**config.mk**
```make
export PLATFORM = sky130hd
export DESIGN_NAME = cfgrl_top
export DESIGN_NICKNAME = d
export VERILOG_FILES = /design/src/rtl/cfgrl_pkg.sv /design/src/rtl/cfgrl_seq.sv /design/src/rtl/cfgrl_crc.sv /design/src/rtl/cfgrl_judge.sv /design/src/rtl/cfgrl_top.sv
export SDC_FILE = /design/constraint.sdc
export NUM_CORES = 1
export LEC_CHECK = 0
export BUFFER_PORTS_ARGS = -buffer_cell sky130_fd_sc_hd__buf_2
export CAP_MARGIN = 30
export CORE_MARGIN = 2
export CORE_UTILIZATION = 35
export CTS_BUF_LIST = sky130_fd_sc_hd__clkbuf_2
export CTS_CLUSTER_SIZE = 30
export DETAILED_ROUTE_END_ITERATION = 8
export SYNTH_ARGS = -nofsm -noshare
export SYNTH_HDL_FRONTEND = slang
export SYNTH_SLANG_ARGS = --single-unit
```
**constraint.sdc**
```tcl
create_clock -name clk -period 4.35 [get_ports clk]
set_input_delay 0.2175 -clock clk [delete_from_list [all_inputs] [get_ports clk]]
set_output_delay 0.2175 -clock clk [all_outputs]
set_load 0.01 [all_outputs]
```
**src/rtl/cfgrl_pkg.sv**
```systemverilog
// Package: shared constants and state type for the configuration reload checker.
package cfgrl_pkg;
    localparam int CRC_W = 8;
    localparam logic [CRC_W-1:0] CRC_POLY = 8'h07;
    localparam logic [CRC_W-1:0] CRC_INIT = 8'hFF;

    typedef enum logic [1:0] {
        ST_IDLE  = 2'd0,
        ST_LOAD  = 2'd1,
        ST_DRAIN = 2'd2,
        ST_CHECK = 2'd3
    } seq_state_t;
endpackage

```
**src/rtl/cfgrl_seq.sv**
```systemverilog
// Module: cfgrl_seq
// Walks the store addresses 0..N_WORDS-1 after each fail-safe strobe and tracks
// the one-cycle read latency. It raises chk_go in the cycle the comparison is due.
// Assumes: the store answers every read exactly one cycle later.
module cfgrl_seq
    import cfgrl_pkg::*;
#(
    parameter int N_WORDS = 8,
    localparam int AW = $clog2(N_WORDS)
) (
    input  logic          clk,
    input  logic          rst_n,
    input  logic          fs_enter,
    output logic          rd_en,
    output logic [AW-1:0] rd_addr,
    output logic          rsp_vld,
    output logic [AW-1:0] rsp_addr,
    output logic          chk_go
);
    localparam logic [AW-1:0] LAST = AW'(N_WORDS - 1);

    seq_state_t    state;
    logic [AW-1:0] addr;

    assign rd_en   = (state == ST_LOAD);
    assign rd_addr = addr;
    assign chk_go  = (state == ST_CHECK) && !fs_enter;

    // Step the state machine; a strobe restarts the walk from any state.
    always_ff @(posedge clk) begin
        if (!rst_n) begin
            state <= ST_IDLE;
            addr  <= '0;
        end else if (fs_enter) begin
            state <= ST_LOAD;
            addr  <= '0;
        end else begin
            case (state)
                ST_LOAD: begin
                    if (addr == LAST) state <= ST_DRAIN;
                    else              addr  <= addr + 1'b1;
                end
                ST_DRAIN: state <= ST_CHECK;
                ST_CHECK: state <= ST_IDLE;
                default:  state <= ST_IDLE;
            endcase
        end
    end

    // Track which address the store is answering this cycle.
    always_ff @(posedge clk) begin
        if (!rst_n) begin
            rsp_vld  <= 1'b0;
            rsp_addr <= '0;
        end else begin
            rsp_vld  <= rd_en && !fs_enter;
            rsp_addr <= addr;
        end
    end
endmodule

```
**src/rtl/cfgrl_crc.sv**
```systemverilog
// Module: cfgrl_crc
// Bit-serial CRC-8 accumulator unrolled over one word per cycle, MSB first.
// Assumes: init and upd_en are never needed in the same cycle (init wins).
module cfgrl_crc
    import cfgrl_pkg::*;
#(
    parameter int WORD_W = 8
) (
    input  logic              clk,
    input  logic              rst_n,
    input  logic              init,
    input  logic              upd_en,
    input  logic [WORD_W-1:0] upd_word,
    output logic [CRC_W-1:0]  crc_q
);
    logic [CRC_W-1:0] stage [WORD_W+1];

    assign stage[0] = crc_q;

    // One generated stage per data bit, starting with the word's MSB.
    for (genvar b = 0; b < WORD_W; b++) begin : g_bit
        logic fb;
        assign fb = stage[b][CRC_W-1] ^ upd_word[WORD_W-1-b];
        assign stage[b+1] = {stage[b][CRC_W-2:0], 1'b0} ^ (fb ? CRC_POLY : '0);
    end

    // Load the seed on a strobe, otherwise fold in the incoming word.
    always_ff @(posedge clk) begin
        if (!rst_n || init) crc_q <= CRC_INIT;
        else if (upd_en)    crc_q <= stage[WORD_W];
    end
endmodule

```
**src/rtl/cfgrl_judge.sv**
```systemverilog
// Module: cfgrl_judge
// Captures the reference word and the channel configuration. It compares the
// CRCs, then drives the enables, the error pin, the sticky flags and done.
// Assumes: CH_N <= WORD_W; word 0 carries the channel enables in its low bits.
module cfgrl_judge
    import cfgrl_pkg::*;
#(
    parameter int N_WORDS = 8,
    parameter int WORD_W  = 8,
    parameter int CH_N    = 8,
    localparam int AW = $clog2(N_WORDS)
) (
    input  logic              clk,
    input  logic              rst_n,
    input  logic              rsp_vld,
    input  logic [AW-1:0]     rsp_addr,
    input  logic [WORD_W-1:0] rsp_word,
    input  logic [CRC_W-1:0]  crc_q,
    input  logic              chk_go,
    input  logic              flag_clr,
    output logic [CRC_W-1:0]  calc_crc,
    output logic [CH_N-1:0]   ch_en,
    output logic              err_n,
    output logic              flag_crc,
    output logic              flag_err,
    output logic              done
);
    localparam logic [AW-1:0] LAST = AW'(N_WORDS - 1);

    logic [CRC_W-1:0] ref_q;
    logic [CH_N-1:0]  ch_cfg;
    logic             mismatch;
    logic             bad_now;

    assign bad_now = (crc_q != ref_q[CRC_W-1:0]);
    assign ch_en   = mismatch ? '0 : ch_cfg;
    assign err_n   = !mismatch;

    // Keep the reference word and the loaded channel configuration.
    always_ff @(posedge clk) begin
        if (!rst_n) begin
            ref_q  <= '0;
            ch_cfg <= '0;
        end else if (rsp_vld) begin
            if (rsp_addr == LAST)  ref_q  <= CRC_W'(rsp_word);
            if (rsp_addr == '0)    ch_cfg <= rsp_word[CH_N-1:0];
        end
    end

    // Publish the result of each completed check.
    always_ff @(posedge clk) begin
        if (!rst_n) begin
            calc_crc <= '0;
            mismatch <= 1'b0;
            done     <= 1'b0;
        end else begin
            done <= chk_go;
            if (chk_go) begin
                calc_crc <= crc_q;
                mismatch <= bad_now;
            end
        end
    end

    // Sticky flags: a set wins, and a clear counts only after a passing check.
    always_ff @(posedge clk) begin
        if (!rst_n) begin
            flag_crc <= 1'b0;
            flag_err <= 1'b0;
        end else if (chk_go && bad_now) begin
            flag_crc <= 1'b1;
            flag_err <= 1'b1;
        end else if (flag_clr && !mismatch) begin
            flag_crc <= 1'b0;
            flag_err <= 1'b0;
        end
    end
endmodule

```
**src/rtl/cfgrl_top.sv**
```systemverilog
// Module: cfgrl_top
// Reloads the shadow configuration on every fail-safe entry and checks it
// against the stored CRC. On a mismatch it shuts the channels off and reports a fault.
// Assumes: the store has N_WORDS words, and the last one is the reference CRC.
module cfgrl_top
    import cfgrl_pkg::*;
#(
    parameter int N_WORDS = 8,
    parameter int WORD_W  = 8,
    parameter int CH_N    = 8,
    localparam int AW = $clog2(N_WORDS)
) (
    input  logic              clk,
    input  logic              rst_n,
    input  logic              fs_enter,
    output logic              rd_en,
    output logic [AW-1:0]     rd_addr,
    input  logic [WORD_W-1:0] rd_data,
    output logic              shd_we,
    output logic [AW-1:0]     shd_addr,
    output logic [WORD_W-1:0] shd_data,
    output logic [7:0]        calc_crc,
    output logic [CH_N-1:0]   ch_en,
    output logic              err_n,
    input  logic              flag_clr,
    output logic              flag_crc,
    output logic              flag_err,
    output logic              done
);
    localparam logic [AW-1:0] LAST = AW'(N_WORDS - 1);

    logic          rsp_vld;
    logic [AW-1:0] rsp_addr;
    logic          chk_go;
    logic          crc_upd;
    logic [CRC_W-1:0] crc_q;

    assign shd_we   = rsp_vld && (rsp_addr != LAST);
    assign shd_addr = rsp_addr;
    assign shd_data = rd_data;
    assign crc_upd  = shd_we;

    cfgrl_seq #(.N_WORDS(N_WORDS)) seq_i (
        .clk(clk), .rst_n(rst_n), .fs_enter(fs_enter),
        .rd_en(rd_en), .rd_addr(rd_addr),
        .rsp_vld(rsp_vld), .rsp_addr(rsp_addr), .chk_go(chk_go)
    );

    cfgrl_crc #(.WORD_W(WORD_W)) crc_i (
        .clk(clk), .rst_n(rst_n), .init(fs_enter),
        .upd_en(crc_upd), .upd_word(rd_data), .crc_q(crc_q)
    );

    cfgrl_judge #(.N_WORDS(N_WORDS), .WORD_W(WORD_W), .CH_N(CH_N)) judge_i (
        .clk(clk), .rst_n(rst_n),
        .rsp_vld(rsp_vld), .rsp_addr(rsp_addr), .rsp_word(rd_data),
        .crc_q(crc_q), .chk_go(chk_go), .flag_clr(flag_clr),
        .calc_crc(calc_crc), .ch_en(ch_en), .err_n(err_n),
        .flag_crc(flag_crc), .flag_err(flag_err), .done(done)
    );
endmodule

```
==> impl_metrics.ini, run 1 <==
[placed_design]
portBuffers = 47
dpl_worst_slack_ns = 2.71
gp_congestion = 0.795
dp_hpwl_um = 3480
place_inst = 341

[setup_path]
timing.rr.start = crc_i.crc_q[6]
r2r-end = crc_i.crc_q[2]
end_kind = primary output
arrival_ns = 1.59
path_max_fanout = 15
critPathKind = flop to primary output
r2r_slack_ns = 2.66
r2r_cells = 4
cp-start-kind = flop
required_ns = 4.13

[yosys]
synth-warning-count = 0
synth_area_leader_cell = dfxtp_1
synth-seq-cells = 44
synth_flop_cell = dfxtp_1
avgSynthCellArea_um2 = 9.20
synth_cell_types = 30
ys_seq_area_frac = 0.404
synth_top_cell_area_share = 0.404
synth_area_leaders = dfxtp_1, nand2_1, a21boi_0
synthArstFlopShare = 0
synth.net_count = 254
synth_cells = 237
synth-edff-count = 0
synth_area_um2 = 2180
synth.most_common_cell = nand2_1
netlist_top_cells_count = nand2_1, dfxtp_1, a21boi_0

[clock_tree]
cts_resized = 0
cts_tree = built
cts-root-buf = clkbuf_2
hold_buffers = 0
cts_setup_buffers = 0
clkLatencyLatePin_ns = 0.40
clockBufferDepth = 2
clkSlewWorstSetupHoldPaths_ns = 0.21
clock-sinks = 44
htreeDepth = 2
cts_inserted_buffers = 5

[power]
p_leak_nw = 1.06
ir_drop_v = 0.000179
power_density_nw_per_um2 = 277

[grt]
grt_overflow = 0
grtUsageTotal = 0.141
antenna_found_initial = 0
grt_pass1_vias = 1590
grt_max_degree = 33
grt_pass1_wl_um = 7880

[min_path]
min-delay-start = fs_enter
holdPathStages = 2
hold_end = seq_i.state[0]
min_path_type = input port to flop

[floorplanning]
ios = 48
start_util = 0.366
die_w_um = 82.9
dieArea_um2 = 6880
rows = 28
die_h_um = 82.9
core_um2 = 5960

[final_layout]
area_growth_pct = 11.3
final_nets = 290
final_cell_count_no_fill = 348
diodes = 0
final_core_util = 0.408
layout-drive-gt1-share = 0.209

[sta]
hold_viol = 0
fmax_mhz = 554
period_needed_ns = 1.81
fin_skew_ns = 0.0172
min_period_over_period = 0.415
tightest_slew_ns = 0.618
slew_viol_final = 0
rsz0062_at_grt = no
tns_ns = 0
slew_headroom = 0.587
setup_viol = 0
fin_ws_ns = 2.54

[drt]
post_drt_wl_per_cell_um = 13.2
drc_errors = 0
vias = 1644
route.top_layer_used = met4
routed_wl_um = 4610
ant_nets = 0
wl_met2_um = 2220
vias_per_cell = 4.72
dr.pass1.iters = 4
drt_iter0_markers = 111
wl_met3_um = 277
wl_met1_um = 2080

[run_status]
status = finished, final reports clean

[run]
maxCapViolations = 0
[critical path, cell delays in order (launching register included)]
cell,delay [ns]
dfxtp_1,0.43
nand3_1,0.12
nand2_1,0.35
inv_1,0.12
buf_2,0.16
[flip-flops by register name (all words and copies together) (netlist names)]
register,flops
judge_i.ref_q,8
seq_i.state,2
judge_i.flag_err,1
judge_i.calc_crc,8
seq_i.rsp_vld,1
judge_i.ch_cfg,8
seq_i.rd_addr,3
judge_i.done,1
seq_i.rsp_addr,3
judge_i.mismatch,1
crc_i.crc_q,8
[layout make-up]
cell class              count  area, um2
fillers                   622       3530
multi-input cells         168       1160
flip-flops and latches     44        881
repair buffers             48        240
well taps                  75       93.8
clock buffers               5       25.0
inverters                   6       22.5
clock inverters             2       7.51
[stage by stage]
step / total power, mW / area [um2] / hold slack, ns
6_report: 0.671 / 2430 / 0.0653
5_1_grt: 0.709 / 2430 / 0.0320
4_1_cts: 0.681 / 2430 / 0.0467
3_5_place_dp: 0.521 / 2390 / 0.454
3_3_place_gp: 0.519 / 2390 / 0.448
2_1_floorplan: 0.497 / 2180 / 0.341
[where the power goes]
part | switching (mW) | internal (mW)
Sequential | 0.00590 | 0.411
Combinational | 0.0475 | 0.0478
Clock | 0.126 | 0.0332
[worst max-delay path by stage]
stage	start	end	slack, ns	cells after the start
finish	seq_i.rsp_addr[0]	shd_we	2.54	4
global route	seq_i.rsp_addr[2]	shd_we	2.39	4
CTS	seq_i.rsp_addr[0]	shd_we	2.51	4
detailed placement	crc_i.crc_q[6]	crc_i.crc_q[2]	2.71	4
global placement	seq_i.rsp_addr[1]	judge_i.ch_cfg[6]	2.47	3
floorplan	crc_i.crc_q[6]	crc_i.crc_q[2]	2.81	4
[kinds of logic after synthesis]
kind of cell,share of synthesized area
buffers and inverters,0.0654
and+or+nand+nor,0.198
AOI/OAI and AO/OA,0.126
muxes,0.00918
xor gates and xnor gates,0.169
adders and majority gates,0.0287
DFF,0.404
[metal layers]
metal	track usage	up-vias
met5	0	-
met4	0.0358	0
met3	0.0398	5
met2	0.235	36
met1	0.181	760
li1	-	843
[cells in the final DEF (no fill, tap or decap), drive strengths merged, types with 6 or more instances in the layout]
master / synthesis / final
a21boi: 26 / 26
inv: 6 / 6
nor2: 6 / 6
o21ai: 7 / 7
dfxtp: 44 / 44
nand2: 54 / 54
xnor3: 6 / 6
xnor2: 21 / 21
nor2b: 9 / 9
buf: 9 / 48
(Power assumes the default switching activity.)
==> run 2: changes to the inputs <==
==> constraint.sdc (replaced) <==
create_clock -name clk -period 1.46 [get_ports clk]
set_input_delay 0.073 -clock clk [delete_from_list [all_inputs] [get_ports clk]]
set_output_delay 0.073 -clock clk [all_outputs]
set_load 0.01 [all_outputs]
==> run 2 against run 1 <==
  * First-iteration DRC count fell by 62%
  * Clock power rose to 3.2 times the previous value
  * Worst hold slack barely moved
  * Combinational power rose to 3.8 times the previous value
  * Cell area rose by 16%
  * Critical endpoint is now crc_i.crc_q[1]
  * Wire length rose by 3.8%
  * Clock skew fell by 0.00088 ns
  * Sequential share of layout area fell by 4.6 points
  * Critical path depth rose by 2
  * Register-to-register slack got worse by 2.6 ns
  * Via count rose by 5.4%
==> impl_metrics.ini, run 2 (same netlist as run 1, synthesis figures left out) <==
[floorplanning]
die_h_um = 82.9
start_util = 0.366
dieArea_um2 = 6880
rows = 28
die_w_um = 82.9
ios = 48
core_um2 = 5960

[drt]
ant_nets = 0
routed_wl_um = 4780
drt_iter0_markers = 42
drc_errors = 0
vias_per_cell = 4.48
post_drt_wl_per_cell_um = 12.4
dr.pass1.iters = 4
vias = 1733

[power]
sw_frac_of_total = 0.266
pwr-share-seq = 0.587
power_density_nw_per_um2 = 747
p_total_mw = 2.11
ir_drop_v = 0.000561
p_sw_uw = 561
power.internal_mw = 1.55
p_leak_nw = 1.27
clockPowerShare = 0.241
combPwrFrac = 0.172

[clock_tree]
cts_inserted_buffers = 5
cts_tree = built
clock-sinks = 44
clkSlewWorstSetupHoldPaths_ns = 0.22
clockBufferDepth = 2
htreeDepth = 2
clkLatencyLatePin_ns = 0.40
cts-root-buf = clkbuf_2

[setup_path]
path_max_fanout = 4
end_kind = flop
critPathKind = input port to flop
cp_num_buf_inv = 2
arrival_ns = 1.79
slowest_delay_ns = 0.53
required_ns = 1.81
cp-start-kind = input port
cp_slowest_cell = dlygate4sd3_1
crit_family = buffers and inverters
crit_start = rd_data[6]
path_cells = dlygate4sd3_1, buf_2, xnor2_4, xnor3_1, or3_1, nand3_1
timing.rr.start = crc_i.crc_q[1]

[placed_design]
placed_area_um2 = 2560
dpl_worst_slack_ns = -0.0962
portBuffers = 47
place_inst = 362
dp_hpwl_um = 3650
gp_congestion = 0.780

[sta]
slew_headroom = 0.730
fmax_mhz = 697
rsz0062_at_grt = yes
hold_viol = 0
holdWs_ns = 0.0656
slew_viol_final = 0
setup_viol = 0
period_needed_ns = 1.44
min_period_over_period = 0.983
fin_skew_ns = 0.0163
fin_ws_ns = 0.0245
tightest_slew_ns = 0.405

[final_layout]
layout-drive-gt1-share = 0.333
final_cell_count_no_fill = 387
final_nets = 328
final_common_cell = nand2_1
diodes = 0
area_growth_pct = 29.3
design_area_um2 = 2820
final_cell_mix = nand2_1, buf_2, dfxtp_1

[grt]
grtUsageTotal = 0.146
antenna_found_initial = 0
grt_pass1_vias = 1666
grt_max_degree = 27
grt_overflow = 0
grt_pass1_wl_um = 8170

[min_path]
min_path_type = input port to flop
min-delay-start = rd_data[2]

[run_status]
status = finished, final reports clean

[run]
maxCapViolations = 0
run 2: cell types whose count changed in the layout (fill, tap and decap cells not counted), sizes merged:
| cell | delta |
|---|---|
| clkinvlp | +1 |
| buf | +30 |
| clkbuf | +1 |
| dlygate4sd3 | +8 |
| clkinv | -1 |
run 2: stage by stage:
step                       util    TNS [ns]
after floorplan               -           0
after global placement    0.429      -0.108
after detailed placement  0.429      -0.177
after CTS                 0.458  -0.0000163
after global routing      0.474      -0.127
final                     0.474           0
run 2: path summary, 6_finish.rpt:
| kind | to | slack (ns) | cells after the start |
|---|---|---|---|
| hold reg to reg | judge_i.ch_cfg[0] | 0.47 | 2 |
| setup / recovery | crc_i.crc_q[1] | 0.02 | 6 |
| hold / removal | judge_i.ref_q[2] | 0.07 | 4 |
| setup reg to reg | crc_i.crc_q[2] | 0.03 | 4 |
run 2: power groups by stage:
stage                     sequential (mW)  combinational (mW)  clock (mW)
final                                1.24               0.362       0.508
after CTS                            1.24               0.353       0.537
after floorplan                      1.26               0.218           0
after detailed placement             1.26               0.323           0
after global placement               1.26               0.319           0
after global routing                 1.24               0.396       0.586
run 2: layout make-up:
type                            instances  area (um2)
Fill cell                             621        3140
Multi-Input combinational cell        168        1220
Sequential cell                        44         895
Timing Repair Buffer                   86         548
Tap cell                               75        93.8
Clock buffer                            6        30.0
Inverter                                6        22.5
Clock inverter                          2        11.3
run 2: timing repair:
item	in CTS	in global routing
resized for setup	8	11
setup endpoints to repair	4	22
buffers inserted	3	6
endpoints found under the hold margin	15	0
pin swaps	1	4
hold buffers	8	0
run 2: tightest hold or removal path: stages:
cell      delay, ns
buf_2          0.10
buf_4          0.15
nand2_1        0.05
a21boi_0       0.06
run 2: per-layer routing:
metal	up-vias	GRT usage	share of wire
met1	781	0.187	0.47
met2	31	0.246	0.49
li1	917	-	-
met4	0	0.0402	0.0063
met5	-	0	0
met3	4	0.0318	0.039
